File: config.mk
export PLATFORM = sky130hd
export DESIGN_NAME = press_sequencer
export DESIGN_NICKNAME = d
export VERILOG_FILES = /design/src/rtl/press_seq_pkg.sv /design/src/rtl/sync_chain.sv /design/src/rtl/quiet_filter.sv /design/src/rtl/pulse_sequencer.sv /design/src/rtl/press_sequencer.sv
export SDC_FILE = /design/constraint.sdc
export NUM_CORES = 1
export LEC_CHECK = 0
export BUFFER_PORTS_ARGS = -buffer_cell sky130_fd_sc_hd__buf_2
export CAP_MARGIN = 30
export CORE_ASPECT_RATIO = 0.6
export CORE_MARGIN = 2
export CORE_UTILIZATION = 57
export CTS_BUF_LIST = sky130_fd_sc_hd__clkbuf_4 sky130_fd_sc_hd__clkbuf_8
export DETAILED_ROUTE_END_ITERATION = 6
export HOLD_SLACK_MARGIN = 0.05
export PLACE_DENSITY = 0.76
export SYNTH_ARGS = -nofsm -noshare
export SYNTH_HDL_FRONTEND = slang
export SYNTH_SLANG_ARGS = --single-unit
File: constraint.sdc
create_clock -name clk -period 1.9 [get_ports clk]
set_input_delay 0.475 -clock clk [delete_from_list [all_inputs] [get_ports clk]]
set_output_delay 0.475 -clock clk [all_outputs]
set_load 0.03 [all_outputs]
File: src/rtl/press_seq_pkg.sv
package press_seq_pkg;
  localparam int NUM_BTN   = 3;
  localparam int BTN_SHIFT = 0;
  localparam int BTN_CLEAR = 1;
  localparam int BTN_LATCH = 2;

  typedef enum logic [1:0] {
    SEQ_IDLE = 2'd0,
    SEQ_GAP  = 2'd1,
    SEQ_REST = 2'd2
  } seq_state_e;
endpackage

File: src/rtl/sync_chain.sv
module sync_chain #(
  parameter int STAGES = 2
) (
  input  logic clk,
  input  logic rst,
  input  logic d_i,
  output logic q_o
);
  logic [STAGES-1:0] chain_q;

  always_ff @(posedge clk) begin
    if (rst) chain_q <= '0;
    else     chain_q <= {chain_q[STAGES-2:0], d_i};
  end

  assign q_o = chain_q[STAGES-1];
endmodule

File: src/rtl/quiet_filter.sv
module quiet_filter #(
  parameter int QUIET_CYCLES = 800000
) (
  input  logic clk,
  input  logic rst,
  input  logic level_i,
  output logic level_o,
  output logic press_o
);
  localparam int CW = $clog2(QUIET_CYCLES + 1);
  localparam logic [CW-1:0] LAST = CW'(QUIET_CYCLES - 1);

  logic          cand_q;
  logic [CW-1:0] run_q;

  always_ff @(posedge clk) begin
    if (rst) begin
      cand_q  <= 1'b0;
      run_q   <= '0;
      level_o <= 1'b0;
      press_o <= 1'b0;
    end else begin
      press_o <= 1'b0;
      if (level_i != cand_q) begin
        cand_q <= level_i;
        run_q  <= CW'(1);
      end else if (cand_q != level_o) begin
        if (run_q == LAST) begin
          level_o <= cand_q;
          press_o <= cand_q;
        end else begin
          run_q <= run_q + CW'(1);
        end
      end
    end
  end
endmodule

File: src/rtl/pulse_sequencer.sv
module pulse_sequencer
  import press_seq_pkg::*;
#(
  parameter int GAP_CYCLES = 1
) (
  input  logic               clk,
  input  logic               rst,
  input  logic [NUM_BTN-1:0] press_i,
  output logic               shift_pulse_o,
  output logic               clear_n_o,
  output logic               latch_pulse_o
);
  localparam int GW = $clog2(GAP_CYCLES + 1);

  seq_state_e        state_q;
  logic [GW-1:0]     gap_q;
  logic [NUM_BTN-1:0] wait_q;
  logic [NUM_BTN-1:0] take;

  always_comb begin
    take = '0;
    if (state_q == SEQ_IDLE) begin
      if (wait_q[BTN_CLEAR])      take[BTN_CLEAR] = 1'b1;
      else if (wait_q[BTN_SHIFT]) take[BTN_SHIFT] = 1'b1;
      else if (wait_q[BTN_LATCH]) take[BTN_LATCH] = 1'b1;
    end
  end

  always_ff @(posedge clk) begin
    if (rst) begin
      state_q       <= SEQ_IDLE;
      gap_q         <= '0;
      wait_q        <= '0;
      shift_pulse_o <= 1'b0;
      clear_n_o     <= 1'b1;
      latch_pulse_o <= 1'b0;
    end else begin
      wait_q        <= (wait_q & ~take) | press_i;
      shift_pulse_o <= 1'b0;
      clear_n_o     <= 1'b1;
      latch_pulse_o <= 1'b0;
      case (state_q)
        SEQ_IDLE: begin
          gap_q <= '0;
          if (take[BTN_CLEAR]) begin
            clear_n_o <= 1'b0;
            state_q   <= SEQ_GAP;
          end else if (take[BTN_SHIFT]) begin
            shift_pulse_o <= 1'b1;
            state_q       <= SEQ_GAP;
          end else if (take[BTN_LATCH]) begin
            latch_pulse_o <= 1'b1;
            state_q       <= SEQ_REST;
          end
        end
        SEQ_GAP: begin
          if (gap_q == GW'(GAP_CYCLES)) begin
            latch_pulse_o <= 1'b1;
            state_q       <= SEQ_REST;
          end else begin
            gap_q <= gap_q + GW'(1);
          end
        end
        SEQ_REST: state_q <= SEQ_IDLE;
        default:  state_q <= SEQ_IDLE;
      endcase
    end
  end
endmodule

File: src/rtl/press_sequencer.sv
module press_sequencer
  import press_seq_pkg::*;
#(
  parameter int QUIET_CYCLES = 800000,
  parameter int GAP_CYCLES   = 1,
  parameter int SYNC_STAGES  = 2
) (
  input  logic clk,
  input  logic rst,
  input  logic raw_shift_i,
  input  logic raw_clear_i,
  input  logic raw_latch_i,
  output logic shift_pulse_o,
  output logic clear_n_o,
  output logic latch_pulse_o
);
  logic [NUM_BTN-1:0] raw_vec;
  logic [NUM_BTN-1:0] synced;
  logic [NUM_BTN-1:0] steady;
  logic [NUM_BTN-1:0] press;

  always_comb begin
    raw_vec            = '0;
    raw_vec[BTN_SHIFT] = raw_shift_i;
    raw_vec[BTN_CLEAR] = raw_clear_i;
    raw_vec[BTN_LATCH] = raw_latch_i;
  end

  for (genvar b = 0; b < NUM_BTN; b++) begin : g_btn
    sync_chain #(.STAGES(SYNC_STAGES)) u_sync (
      .clk(clk), .rst(rst), .d_i(raw_vec[b]), .q_o(synced[b])
    );
    quiet_filter #(.QUIET_CYCLES(QUIET_CYCLES)) u_filt (
      .clk(clk), .rst(rst), .level_i(synced[b]),
      .level_o(steady[b]), .press_o(press[b])
    );
  end

  pulse_sequencer #(.GAP_CYCLES(GAP_CYCLES)) u_seq (
    .clk(clk), .rst(rst), .press_i(press),
    .shift_pulse_o(shift_pulse_o), .clear_n_o(clear_n_o),
    .latch_pulse_o(latch_pulse_o)
  );
endmodule

==> flow_metrics.tcl <==
set metrics [dict create \
    hp-class "in -> reg" \
    ios 8 \
    violations "setup timing" \
    rsz0062_at_grt "true" \
    crit_chain "or4_4, or4_4, buf_4, o211ai_1, xor2_1, nor2_1" \
    critPathLaunch "g_btn[1].u_filt.run_q[17]$_SDFFE_PP0P_" \
    path_max_fanout 3 \
    pre_cts_slack_ps -214 \
    worstPathArrival_ps 2330 \
    tritoncts "built" \
    cts_max_path_buffers 2 \
    ys_warn_count 0 \
    drc 0 \
    grt_pass1_vias 3068 \
    yosysSeqAreaShare_pct 43.5 \
    ys_ff_latch 84 \
    path_common_cell "or4_4" \
    fin_area_um2 4760 \
    htree_levels 3 \
    max_stage_delay_ps 530 \
    insertion_delay_ps 370 \
    dp.cells 568 \
    min_from "raw_latch_i" \
    clock-sinks 84 \
    gp_congestion 0.809 \
    die_h_um 67.8 \
    grt_remaining_overflow 0 \
    rows 23 \
    area_growth_pct 23.3 \
    maxCapViolCount 0 \
    hold_viol 0 \
    antenna_found_initial 0 \
    hpwl_um 6040 \
    status "finished, violations left" \
    dpl_cell_area_um2 4330 \
    root_buffer "clkbuf_8" \
    routedWlPerCell_um 15.1 \
    mostFrequentLayoutCell "dfxtp_1" \
    p_leak_nw 1.73 \
    fmax_mhz 481 \
    whs_ps 314 \
    skew_ps 10.9 \
    drt-total-wl_um 8930 \
    avgSynthCellArea_um2 8.74 \
    firstDrtPassIters 4 \
    setup_ws_ps -181 \
    holdBufCountCts 0 \
    synthCells 442 \
    grt_usage_pct 25.5 \
    finalPower_mw 3.36 \
    ys_types 50 \
    ant_nets 0 \
    synth_area_um2 3860 \
    period_share_pct 110 \
    max-slew-margin-rel_pct 71.5 \
    n_antenna_cell 0 \
    vias 3448 \
    grt_pass1_wl_um 14400 \
    dieArea_um2 7470 \
    die_width_um 110 \
    worstMarginPinSlew_ps 427 \
    ir_worst_vdd_v 0.000653 \
    maxSlewViolCount 0 \
    period_needed_ps 2080 \
    setup_viol 10 \
    worstSetupPathType "reg -> reg" \
    drive_above_1_share_pct 23.6 \
    start_util_pct 58.4 \
    crit_required_ps 2150 \
    clk_pin_slew_ps 80 \
    fillCellCount 484 \
    port-buffer-count 7 \
    syn_nets 450 \
    nets 507 \
    endpoint_kind "register" \
    p_per_area_nw_per_um2 706 \
    drt_iter0_drc 257 \
    layout_common_cells "77 x dfxtp_1, 54 x buf_4, 51 x nor2_1" \
    design.core.area_um2 6620 \
    cpMaxStageDelayCell "or4_4" \
    numCtsBuffers 9 \
    critPathLaunchType "register" \
    grt_max_degree 26 \
    finalNonFillerCells 591 \
    r2r_start "g_btn[1].u_filt.run_q[17]$_SDFFE_PP0P_" \
    vias_per_cell 5.83 \
]
[routing by layer]
layer	GRT usage, %	part of all wire (%)	up-vias
met5	0	0	-
met4	8.59	1.4	0
met3	6.95	5.6	13
met2	36.3	42	88
met1	36.9	51	1632
li1	-	-	1715
[timing repair]
| action | 4_1_cts | 5_1_grt |
|---|---|---|
| gates resized for setup | 8 | 29 |
| buffers inserted | 4 | 4 |
| pin swaps | 10 | 13 |
| gates cloned | 0 | 1 |
| setup endpoints to repair | 15 | 36 |
[final timing paths]
kind	end	slack (ps)	depth (start not counted)
hold / removal	g_btn[2].u_sync.chain_q[0]$_SDFF_PP0_	310	2
setup reg to reg	g_btn[1].u_filt.run_q[3]$_SDFFE_PP0P_	-180	6
setup / recovery	g_btn[1].u_filt.run_q[3]$_SDFFE_PP0P_	-180	6
hold reg to reg	u_seq.clear_n_o$_SDFF_PP1_	440	1
[synthesized netlist by cell type, drive strengths merged]
master	number	area share, %
dfxtp	84	44
nor2	53	5.1
nand2	28	2.7
xnor2	25	5.7
a21oi	24	3.1
nand3	23	3.0
xor2	19	4.3
o21ai	18	2.3
nand4	16	3.0
clkbuf	15	1.5
nor3	13	1.7
nor4	13	2.7
inv	9	0.87
nor2b	9	1.5
nor3b	8	1.6
or3	8	1.3
and3	7	1.1
or4	7	1.6
and4	6	1.4
a211oi	5	0.97
o31ai	5	0.97
and2	4	0.65
nor4b	4	0.91
o211ai	4	0.78
a31oi	3	0.49
and4b	3	0.78
buf	3	0.39
ha	3	0.97
mux2i	3	0.78
o311ai	3	0.68
or2	3	0.49
or4b	3	0.87
a41o	2	0.52
a211o	1	0.23
a21o	1	0.19
a41oi	1	0.23
and4bb	1	0.32
nand2b	1	0.16
nand3b	1	0.19
nand4b	1	0.23
o22ai	1	0.16
o41ai	1	0.23
[registers in the layout (all words and copies together), names as in the netlist]
register and count:
u_seq.gap_q 1, g_btn.u_filt.cand_q 3, g_btn.u_filt.press_o 3, u_seq.latch_pulse_o 1, u_seq.wait_q 3, g_btn.u_sync.chain_q 6, u_seq.clear_n_o 1, u_seq.shift_pulse_o 1
u_seq.state_q 2, g_btn.u_filt.level_o 3, g_btn.u_filt.run_q 60
[worst max-delay path, delay by kind of cell, from the launching register on]
kind,cells,cell delay [ps]
XOR/XNOR,1,160
AND/OR/NAND/NOR,3,1110
flip-flops,1,330
AO/OA/AOI/OAI,1,200
buffers and inverters,1,170
[power by group]
group | switching, mW | internal, mW | total (mW)
Sequential | 0.0120 | 1.77 | 1.78
Combinational | 0.0715 | 0.0411 | 0.113
Clock | 0.622 | 0.843 | 1.47
[layout make-up]
cell class / instances / area (um2) / share of cell area [%]
Multi-Input combinational cell: 331 / 2220 / 46.6
Timing Repair Buffer: 64 / 474 / 9.95
Clock buffer: 12 / 165 / 3.47
Clock inverter: 4 / 70.1 / 1.47
Tap cell: 87 / 109 / 2.28
Sequential cell: 84 / 1690 / 35.5
Inverter: 9 / 33.8 / 0.709
[per-stage QoR]
step                TNS, ps  utilization (%)
detailed placement     -894             65.4
floorplan              -728                -
global placement       -660             65.4
global route          -2070             72.0
finish                 -747             72.0
CTS                    -911             69.8
[logic make-up (layout without fill, tap and decap cells)]
group | count (synthesis) | after routing | share of synthesized area [%]
AND/OR/NAND/NOR | 212 | 212 | 31.2
flip-flops | 84 | 84 | 43.5
AO/OA/AOI/OAI | 69 | 69 | 10.9
XOR/XNOR | 44 | 44 | 9.97
buffers and inverters | 27 | 89 | 2.72
adder cells (fa/ha/maj) | 3 | 3 | 0.972
multiplexers | 3 | 3 | 0.777
Note: power is estimated with default switching activity, not from simulation.
